--- src/rtl/mar_pkg.sv ---
package mar_pkg;
    localparam int unsigned REG_W      = 32;
    localparam int unsigned IDX_W      = 3;
    localparam int unsigned FLD_W      = 2;
    localparam int unsigned N_IDX      = 1 << IDX_W;
    localparam int unsigned OUTER_OFS  = N_IDX * FLD_W;
    localparam int unsigned SHR_OFS    = N_IDX * FLD_W;
    localparam int unsigned PRI_LIVE_W = SHR_OFS + 4;

    localparam logic [REG_W-1:0] PRI_RST = 32'h0009_8AA4;
    localparam logic [REG_W-1:0] NRM_RST = 32'h44E0_48E0;

    typedef enum logic [1:0] {
        MT_STRONG = 2'b00,
        MT_DEVICE = 2'b01,
        MT_NORMAL = 2'b10,
        MT_ALIAS  = 2'b11
    } mem_type_e;

    typedef enum logic [1:0] {
        CA_NONE  = 2'b00,
        CA_WB_WA = 2'b01,
        CA_WT    = 2'b10,
        CA_WB    = 2'b11
    } cache_attr_e;

    typedef enum logic [1:0] {
        SEL_NONE = 2'b00,
        SEL_PRI  = 2'b01,
        SEL_NRM  = 2'b10
    } reg_sel_e;
endpackage

--- src/rtl/mar_decode.sv ---
module mar_decode
    import mar_pkg::*;
#(
    parameter int unsigned OP_W = 3,
    parameter int unsigned CR_W = 4,
    parameter logic [OP_W-1:0] OP1_HIT = 3'd0,
    parameter logic [CR_W-1:0] CRN_HIT = 4'd10,
    parameter logic [CR_W-1:0] CRM_HIT = 4'd2,
    parameter logic [OP_W-1:0] OP2_PRI = 3'd0,
    parameter logic [OP_W-1:0] OP2_NRM = 3'd1
) (
    input  logic            clk,
    input  logic            rst_n,
    input  logic            valid,
    input  logic            write,
    input  logic            priv,
    input  logic [OP_W-1:0] op1,
    input  logic [CR_W-1:0] crn,
    input  logic [CR_W-1:0] crm,
    input  logic [OP_W-1:0] op2,
    output reg_sel_e        sel,
    output logic            wr_en,
    output logic            rd_en,
    output logic            undef,
    output logic            nodec
);
    logic grp_hit;
    logic known;

    always_comb begin
        grp_hit = (op1 == OP1_HIT) && (crn == CRN_HIT) && (crm == CRM_HIT);
        sel     = SEL_NONE;
        if (grp_hit) begin
            if (op2 == OP2_PRI)      sel = SEL_PRI;
            else if (op2 == OP2_NRM) sel = SEL_NRM;
        end
        known = (sel != SEL_NONE);
        nodec = valid && !known;
        undef = valid && known && !priv;
        wr_en = valid && known && priv && write;
        rd_en = valid && known && priv && !write;
    end

    assert_port_onehot_R7: assert property (@(posedge clk) disable iff (!rst_n)
        $onehot0({nodec, undef, wr_en, rd_en}));

    assert_user_faults_R9: assert property (@(posedge clk) disable iff (!rst_n)
        (valid && !priv && sel != SEL_NONE) |-> (undef && !wr_en && !rd_en));
endmodule

--- src/rtl/mar_regfile.sv ---
module mar_regfile
    import mar_pkg::*;
#(
    parameter logic [REG_W-1:0] PRI_RESET = PRI_RST,
    parameter logic [REG_W-1:0] NRM_RESET = NRM_RST
) (
    input  logic                  clk,
    input  logic                  rst_n,
    input  reg_sel_e              sel,
    input  logic                  wr_en,
    input  logic                  rd_en,
    input  logic                  blocked,
    input  logic [REG_W-1:0]      wdata,
    output logic [PRI_LIVE_W-1:0] pri_q,
    output logic [REG_W-1:0]      nrm_q,
    output logic [REG_W-1:0]      rdata
);
    localparam int unsigned PAD_W = REG_W - PRI_LIVE_W;

    always_ff @(posedge clk or negedge rst_n) begin
        if (!rst_n) begin
            pri_q <= PRI_RESET[PRI_LIVE_W-1:0];
            nrm_q <= NRM_RESET;
        end else if (wr_en) begin
            unique case (sel)
                SEL_PRI: pri_q <= wdata[PRI_LIVE_W-1:0];
                SEL_NRM: nrm_q <= wdata;
                default: ;
            endcase
        end
    end

    always_comb begin
        rdata = '0;
        if (rd_en) begin
            unique case (sel)
                SEL_PRI: rdata = {{PAD_W{1'b0}}, pri_q};
                SEL_NRM: rdata = nrm_q;
                default: rdata = '0;
            endcase
        end
    end

    assert_blocked_keeps_R9: assert property (@(posedge clk) disable iff (!rst_n)
        blocked |=> ($stable(pri_q) && $stable(nrm_q)));

    assert_write_lands_R8: assert property (@(posedge clk) disable iff (!rst_n)
        (wr_en && sel == SEL_NRM) |=> (nrm_q == $past(wdata)));

    assert_upper_zero_R10: assert property (@(posedge clk) disable iff (!rst_n)
        (rd_en && sel == SEL_PRI) |-> (rdata[REG_W-1:PRI_LIVE_W] == '0));
endmodule

--- src/rtl/mar_lookup.sv ---
module mar_lookup
    import mar_pkg::*;
(
    input  logic                  clk,
    input  logic                  rst_n,
    input  logic [PRI_LIVE_W-1:0] pri_q,
    input  logic [REG_W-1:0]      nrm_q,
    input  logic [IDX_W-1:0]      idx,
    input  logic                  shr_in,
    input  logic                  enable,
    output logic [FLD_W-1:0]      type_o,
    output logic                  shared_o,
    output logic [FLD_W-1:0]      inner_o,
    output logic [FLD_W-1:0]      outer_o,
    output logic                  remapped_o
);
    logic [FLD_W-1:0] typ_tab [N_IDX];
    logic [FLD_W-1:0] inr_tab [N_IDX];
    logic [FLD_W-1:0] otr_tab [N_IDX];

    for (genvar g = 0; g < N_IDX; g++) begin : g_field
        assign typ_tab[g] = pri_q[g*FLD_W +: FLD_W];
        assign inr_tab[g] = nrm_q[g*FLD_W +: FLD_W];
        assign otr_tab[g] = nrm_q[OUTER_OFS + g*FLD_W +: FLD_W];
    end

    logic [1:0]  dev_pair;
    logic [1:0]  nrm_pair;
    mem_type_e   stage1;
    logic        shr_sel;
    cache_attr_e in_sel;
    cache_attr_e out_sel;

    assign dev_pair = pri_q[SHR_OFS +: 2];
    assign nrm_pair = pri_q[SHR_OFS + 2 +: 2];

    // Stage 1: memory type and shareability
    always_comb begin
        unique case (mem_type_e'(typ_tab[idx]))
            MT_STRONG: stage1 = MT_STRONG;
            MT_DEVICE: stage1 = MT_DEVICE;
            default:   stage1 = MT_NORMAL;
        endcase
        unique case (stage1)
            MT_STRONG: shr_sel = 1'b1;
            MT_DEVICE: shr_sel = dev_pair[shr_in];
            default:   shr_sel = nrm_pair[shr_in];
        endcase
    end

    // Stage 2: cacheability, only for normal memory
    always_comb begin
        in_sel  = CA_NONE;
        out_sel = CA_NONE;
        if (stage1 == MT_NORMAL) begin
            in_sel  = cache_attr_e'(inr_tab[idx]);
            out_sel = cache_attr_e'(otr_tab[idx]);
            if (in_sel == CA_WB_WA) in_sel = CA_WB;
        end
    end

    always_comb begin
        remapped_o = enable;
        type_o     = enable ? stage1  : '0;
        shared_o   = enable ? shr_sel : 1'b0;
        inner_o    = enable ? in_sel  : '0;
        outer_o    = enable ? out_sel : '0;
    end

    assert_type_legal_R1: assert property (@(posedge clk) disable iff (!rst_n)
        remapped_o |-> (type_o != MT_ALIAS));

    assert_strong_shared_R2: assert property (@(posedge clk) disable iff (!rst_n)
        (remapped_o && type_o == MT_STRONG) |-> shared_o);

    assert_cache_gate_R3: assert property (@(posedge clk) disable iff (!rst_n)
        (remapped_o && type_o != MT_NORMAL) |-> (inner_o == '0 && outer_o == '0));

    assert_inner_noalloc_R4: assert property (@(posedge clk) disable iff (!rst_n)
        remapped_o |-> (inner_o != CA_WB_WA));

    assert_disabled_quiet_R5: assert property (@(posedge clk) disable iff (!rst_n)
        !enable |-> (!remapped_o && type_o == '0 && !shared_o && inner_o == '0 && outer_o == '0));
endmodule

--- src/rtl/mem_attr_remap.sv ---
module mem_attr_remap
    import mar_pkg::*;
(
    input  logic        clk,
    input  logic        rst_n,
    input  logic        acc_valid,
    input  logic        acc_write,
    input  logic        acc_priv,
    input  logic [2:0]  acc_op1,
    input  logic [3:0]  acc_crn,
    input  logic [3:0]  acc_crm,
    input  logic [2:0]  acc_op2,
    input  logic [31:0] acc_wdata,
    output logic [31:0] acc_rdata,
    output logic        acc_undef,
    output logic        acc_nodec,
    input  logic [2:0]  lk_index,
    input  logic        lk_shared,
    input  logic        remap_en,
    output logic [1:0]  attr_type,
    output logic        attr_shared,
    output logic [1:0]  attr_inner,
    output logic [1:0]  attr_outer,
    output logic        attr_remapped
);
    reg_sel_e              sel;
    logic                  wr_en;
    logic                  rd_en;
    logic [PRI_LIVE_W-1:0] pri_q;
    logic [REG_W-1:0]      nrm_q;

    mar_decode u_decode (
        .clk   (clk),
        .rst_n (rst_n),
        .valid (acc_valid),
        .write (acc_write),
        .priv  (acc_priv),
        .op1   (acc_op1),
        .crn   (acc_crn),
        .crm   (acc_crm),
        .op2   (acc_op2),
        .sel   (sel),
        .wr_en (wr_en),
        .rd_en (rd_en),
        .undef (acc_undef),
        .nodec (acc_nodec)
    );

    mar_regfile u_regs (
        .clk     (clk),
        .rst_n   (rst_n),
        .sel     (sel),
        .wr_en   (wr_en),
        .rd_en   (rd_en),
        .blocked (acc_undef || acc_nodec),
        .wdata   (acc_wdata),
        .pri_q   (pri_q),
        .nrm_q   (nrm_q),
        .rdata   (acc_rdata)
    );

    mar_lookup u_lookup (
        .clk        (clk),
        .rst_n      (rst_n),
        .pri_q      (pri_q),
        .nrm_q      (nrm_q),
        .idx        (lk_index),
        .shr_in     (lk_shared),
        .enable     (remap_en),
        .type_o     (attr_type),
        .shared_o   (attr_shared),
        .inner_o    (attr_inner),
        .outer_o    (attr_outer),
        .remapped_o (attr_remapped)
    );
endmodule

--- config.mk ---
export PLATFORM = sky130hd
export DESIGN_NAME = mem_attr_remap
export DESIGN_NICKNAME = d
export VERILOG_FILES = /design/src/rtl/mar_pkg.sv /design/src/rtl/mar_decode.sv /design/src/rtl/mar_regfile.sv /design/src/rtl/mar_lookup.sv /design/src/rtl/mem_attr_remap.sv
export SDC_FILE = /design/constraint.sdc
export NUM_CORES = 1
export LEC_CHECK = 0
export BUFFER_PORTS_ARGS = -buffer_cell sky130_fd_sc_hd__clkbuf_2
export CAP_MARGIN = 5
export CORE_ASPECT_RATIO = 0.8
export CORE_MARGIN = 3
export CORE_UTILIZATION = 47
export DETAILED_ROUTE_END_ITERATION = 8
export PLACE_DENSITY = 0.77
export RECOVER_POWER = 25
export SETUP_SLACK_MARGIN = 0.15
export SLEW_MARGIN = 20
export SYNTH_ARGS = -nofsm -noshare
export SYNTH_HDL_FRONTEND = slang
export SYNTH_SLANG_ARGS = --single-unit
export TNS_END_PERCENT = 10
--- constraint.sdc ---
create_clock -name clk -period 1.82 [get_ports clk]
set_input_delay 0.364 -clock clk [delete_from_list [all_inputs] [get_ports clk]]
set_output_delay 0.364 -clock clk [all_outputs]
set_load 0.01 [all_outputs]
### Word level (Yosys, flattened, before mapping)

Cells that the tools add are included.

* register bits after elaboration: 52
* latch bits: 0
* bits in writable memories: 0
* ROM bits: 0
* input bits: 56
* output and inout port bits: 42
* word-level logic and storage cells: 59
* memories kept: 0

* add/subtract/negate cells: 0
* multipliers: 0
* div/mod/pow operators: 0
* order comparisons: 2
* equal/unequal tests: 9
* shift operators: 0
* muxes and demuxes: 27
* bitwise logic cells: 1
* reduce and logical (&&, ||, !) cells: 18

Operators by type and width (count)
* 32-bit one-hot mux with 2 select lines: 1
* 32-bit 2-to-1 mux: 1
* 2-bit 2-to-1 mux: 15
* 2-bit binary-select mux with 3-bit select: 3
* 2-bit by 1-bit equality test with 1-bit output (second input constant): 4
* 1-bit logical AND: 8
* 3-bit logical NOT: 2
* 1-bit 2-to-1 mux: 5
* 2-bit equality test (second input constant): 2
* 4-bit by 2-bit equality test with 1-bit output (second input constant): 1
* 4-bit equality test (second input constant): 1
* 4-bit >= comparator (second input constant): 1
* 2-bit logical NOT: 2
* 3-bit NOT with 4-bit output: 1
* 2-bit one-hot mux with 2 select lines: 1
* 2-bit AND reduction: 2
* 3-bit by 1-bit equality test with 1-bit output (second input constant): 1
* 1-bit logical NOT: 3
* 1-bit by 2-bit less-than comparator with 1-bit output (second input constant): 1
* 1-bit one-hot mux with 2 select lines: 1
* 2-bit nonzero test: 1

### Longest topological paths before layout

* depth after elaboration: 9
* gate-level depth with buffers: 6
* depth with buffers taken out: 4

### By module

From an unflattened synthesis, not the netlist that was laid out.

* cell total of the unflattened synthesis: 227
* area, all modules: 2925.3 um2

Modules (own cells, without submodules)
* mar_regfile: instances 1, cells an instance 176, area each 2314.7 um2, sequential area each 1323.8 um2
* mar_lookup: instances 1, cells an instance 36, area each 471.7 um2, sequential area each 0.0 um2
* mar_decode: instances 1, cells an instance 14, area each 132.6 um2, sequential area each 0.0 um2
* mem_attr_remap: instances 1, cells an instance 1, area each 6.3 um2, sequential area each 0.0 um2

### Least setup slack after synthesis

Ideal clock, no wire load.

* path type: input to output
* from: in lk_index[2]
* to: out attr_shared
* data arrival time: 1571 ps
* data required time: 1456 ps
* path slack: -115 ps
* stages: 5
* path buffers: 1
* cell sequence: buf_2 mux4_2 mux2_2 nand2_1 o211a_1

* longest elaborated chain between the ends: 9
* elaborated cells between the ends (all ways): 11
* those cells by class: eq/ne: 2; mux: 6; bitwise: 1; reduce/logical: 2

RTL lines
* start, declared: RTL line mem_attr_remap.sv:17 `input logic [2:0] lk_index,`
* 3-bit NOT with 4-bit output (not written as such) *: RTL line mar_lookup.sv:39 `unique case (mem_type_e'(typ_tab[idx]))`
* 2-bit binary-select mux with 3-bit select *: RTL line mar_lookup.sv:39
* 2-bit 2-to-1 mux (not written as such) * (2 in a row): RTL line mar_lookup.sv:39
* 2-bit by 1-bit equality test with 1-bit output or 2-bit logical NOT (tied branches): RTL line mar_lookup.sv:39
* 2-bit one-hot mux with 2 select lines *: RTL line mar_lookup.sv:39
* 2-bit by 1-bit equality test with 1-bit output or 2-bit logical NOT (tied branches): RTL line mar_lookup.sv:44 `unique case (stage1)`
* 1-bit one-hot mux with 2 select lines *: RTL line mar_lookup.sv:44
* 1-bit 2-to-1 mux *: RTL line mar_lookup.sv:65 `shared_o = enable ? shr_sel : 1'b0;`
* end, declared: RTL line mem_attr_remap.sv:21 `output logic attr_shared,`

Every way passes the cells marked *; elsewhere a longest branch is shown, timed or not. The select of a mux whose other input is x is not followed.

### Worst setup path in the final report

* from: reg u_regs.pri_q[12]
* to: out attr_shared

* longest elaborated chain between the ends: 8
* elaborated cells between the ends (all ways): 10
* those cells by class: eq/ne: 2; mux: 6; reduce/logical: 2

RTL lines
* start, declared: RTL line mar_regfile.sv:14 `output logic [PRI_LIVE_W-1:0] pri_q,`
* start signal, assigned: RTL line mar_regfile.sv:22 `pri_q <= PRI_RESET[PRI_LIVE_W-1:0];`
* start signal, assigned: RTL line mar_regfile.sv:26 `SEL_PRI: pri_q <= wdata[PRI_LIVE_W-1:0];`
* 2-bit binary-select mux with 3-bit select *: RTL line mar_lookup.sv:39
* 2-bit 2-to-1 mux (not written as such) * (2 in a row): RTL line mar_lookup.sv:39
* 2-bit by 1-bit equality test with 1-bit output or 2-bit logical NOT (tied branches): RTL line mar_lookup.sv:39
* 2-bit one-hot mux with 2 select lines *: RTL line mar_lookup.sv:39
* 2-bit by 1-bit equality test with 1-bit output or 2-bit logical NOT (tied branches): RTL line mar_lookup.sv:44
* 1-bit one-hot mux with 2 select lines *: RTL line mar_lookup.sv:44
* 1-bit 2-to-1 mux *: RTL line mar_lookup.sv:65

Marked as above.

==> summary.txt <==
Run status
  • Status: complete, but fails checks
  • Failing checks: setup timing

STA
  • PnR worst setup slack: -0.381 ns
  • Clock skew: 0 ns
  • F_max: 454 MHz
  • Final-report hold violation count: 0
  • RSZ-0062 raised after global routing: true
  • Slew @ Worst Pin: 1.31 ns
  • Final min period: 2.20 ns
  • Max Slew Vio Count: 0
  • Final setup viols: 42
  • Fin crit share: 121%
  • Worst slew margin: 12.5%

Floorplanning
  • Initial Utilization: 50.7%
  • Die width: 97.2 um
  • Rows: 25
  • Total I/O pin count: 98
  • Die H: 79.0 um
  • Die footprint: 0.00767 mm^2
  • Core Region: 0.00616 mm^2

Critical path
  • Worst reg2reg path depth: 2
  • Crit Path Max Fanout: 2
  • Worst Path Arrival: 1.84 ns
  • Startpoint types: register
  • Data required, critical path: 1.46 ns
  • Setup CP Type: register to primary output
  • CP endpoint kind: primary output

CTS
  • # hold bufs at CTS: 0
  • Total CTS buffers: 5
  • Clock transition at path regs: 0.10 ns
  • CTS Root Buffer Type: clkbuf_8
  • Worst-skew pair later-pin latency: 0.32 ns
  • Clock buffer depth: 2
  • Clock tree from TritonCTS: built
  • H-tree Lvls: 2
  • CTS Sinks: 52

Routing
  • Total wire length: 9790 um
  • Total number of vias: 2660
  • Detail-routed via count per cell: 5.73
  • Drt pass-1 iters: 4
  • Detail Route Antenna Nets: 0
  • WL per Instance: 21.1 um
  • DRC viols: 0
  • Initial DRC count: 144

Finish
  • Area grow syn2layout: 45.3%
  • Commonest non-fill, non-tap cell in the layout: clkbuf_2
  • Antenna cell count: 0
  • Post-layout net count: 438
  • Share of layout cells above drive strength 1: 72.8%
  • Final core utilization: 73.7%
  • Filler cells: 388
  • Commonest non-fill, non-tap cells in the layout: 70 x clkbuf_2, 34 x mux2_4, 34 x dfrtp_1
  • Final non-filler cell total: 464
  • Post-route cell area: 0.00454 mm^2

Global routing
  • Grt ovf: 0
  • Largest net degree at the start of global routing: 53
  • First-pass GRT wire length: 13900 um
  • GRT Util Overall: 23.0%
  • Initial antenna violation count: 0
  • Vias in the first global route: 2667

Logic synthesis
  • Sequential fraction of the synthesis area: 42.3%
  • Yosys warning count: 0
  • Post-Syn Area per Cell: 12.5 um^2
  • Syn Nets: 307
  • Post-Synthesis Cells: 251
  • Post-Syn Area: 0.00313 mm^2
  • Seq cells post-synth: 52
  • Post-synthesis cell type count: 30

Hold path
  • Hold depth: 2
  • Hold WC Path Type: input pin to register

Flow run
  • MaxCap Viol Count: 0

Placed design
  • RePlAce Congestion: 0.842
  • Area of placed instances: 0.00398 mm^2
  • Dpl cells: 443
  • Port Buffers: 97
  • Hpwl dp: 6160 um

Pwr
  • PD cells: 499 mW/mm^2
  • VDD IR max: 0.311 mV
  • Leak Pwr: 2.24 nW
-- cells in the mapped netlist (all sizes together) --
library cell,number,area [um^2]
a21oi,21,105
a22oi,1,7.51
a2bb2oi,1,8.76
and2,2,12.5
and3,12,75.1
and3b,2,17.5
and4,1,8.76
and4b,1,10.0
buf,14,109
clkbuf,9,33.8
dfrtp,34,851
dfstp,18,473
inv,2,7.51
mux2,54,721
mux2i,9,90.1
mux4,10,225
nand2,4,15.0
nand3,22,110
nand3b,20,150
nand4,1,21.3
nor2,6,22.5
nor2b,3,18.8
nor3b,1,7.51
nor4,1,6.26
nor4bb,1,10.0
o211a,1,10.0
-- flip-flops by register name, indices dropped and copies added (netlist names) --
signal / flops
u_regs.nrm_q: 32
u_regs.pri_q: 20
-- repair_timing --
item                                    4_1_cts  5_1_grt
pin swaps                                    17       15
gates resized for setup                      29       61
buffers inserted                              7        2
endpoints found under the setup margin       92       93
gates cloned                                  1        3
-- per-stage QoR --
stage | total power [mW] | setup TNS, ns | hold WS (ns) | setup slack [ns]
global placement | 1.39 | -19.15 | 0.381 | -0.333
finish | 2.27 | -10.33 | 0.263 | -0.381
floorplan | 1.26 | -0.00331 | 0.0684 | -0.00331
global route | 2.34 | -14.69 | 0.252 | -0.455
CTS | 2.26 | -9.70 | 0.0391 | -0.381
detailed placement | 1.40 | -21.45 | 0.391 | -0.327
-- final cells by class --
class,count,area [um^2],area share (%)
clock inverter,2,38.8,0.854
inverter,2,7.51,0.165
clock buffer,6,82.6,1.82
timing repair buffer,147,1100,24.3
tap,81,101,2.23
multi-input combinational,174,1880,41.5
sequential,52,1320,29.1
-- final timing paths --
check / end / from / slack, ns
max in group asynchronous: u_regs.pri_q[1]$_DFFE_PN0P_ / rst_n / 0.62
min: u_regs.nrm_q[29]$_DFFE_PN0P_ / acc_wdata[29] / 0.26
max reg2reg: u_regs.pri_q[12]$_DFFE_PN0P_ / u_regs.pri_q[12]$_DFFE_PN0P_ / 0.89
min in group asynchronous: u_regs.nrm_q[28]$_DFFE_PN0P_ / rst_n / 0.41
max: attr_shared / u_regs.pri_q[12]$_DFFE_PN0P_ / -0.38
min reg2reg: u_regs.nrm_q[28]$_DFFE_PN0P_ / u_regs.nrm_q[28]$_DFFE_PN0P_ / 0.54
-- routing by layer --
metal  up-vias  share of wire, %  global-route usage (%)
li1       1194                 -                       -
met1      1323                43                    31.1
met2       122                47                    36.8
met3        21               8.5                    5.97
met4         0               2.1                    6.87
met5         -                 0                       0
-- logic make-up (layout without fill, tap and decap cells) --
| family | Yosys count | count (layout) | share of synthesized area [%] |
|---|---|---|---|
| flip-flops | 52 | 52 | 42.3 |
| buffers and inverters | 25 | 157 | 4.80 |
| AND/OR/NAND/NOR | 77 | 77 | 15.5 |
| AO/OA/AOI/OAI | 24 | 24 | 4.20 |
| multiplexers | 73 | 73 | 33.1 |
-- power by group --
group / total, mW / internal [mW] / leakage (nW) / switching (mW)
sequential: 1.16 / 1.16 / 0.661 / 0.000368
clock: 0.871 / 0.450 / 0.0614 / 0.420
combinational: 0.237 / 0.116 / 1.52 / 0.121
-- critical path, stage by stage, from the launching register on --
cell and delay [ns]:
dfrtp_1 0.41, mux4_2 0.48, mux2_4 0.29, nand2_2 0.05, o211a_1 0.14, buf_2 0.14
(Power assumes the default switching activity.)
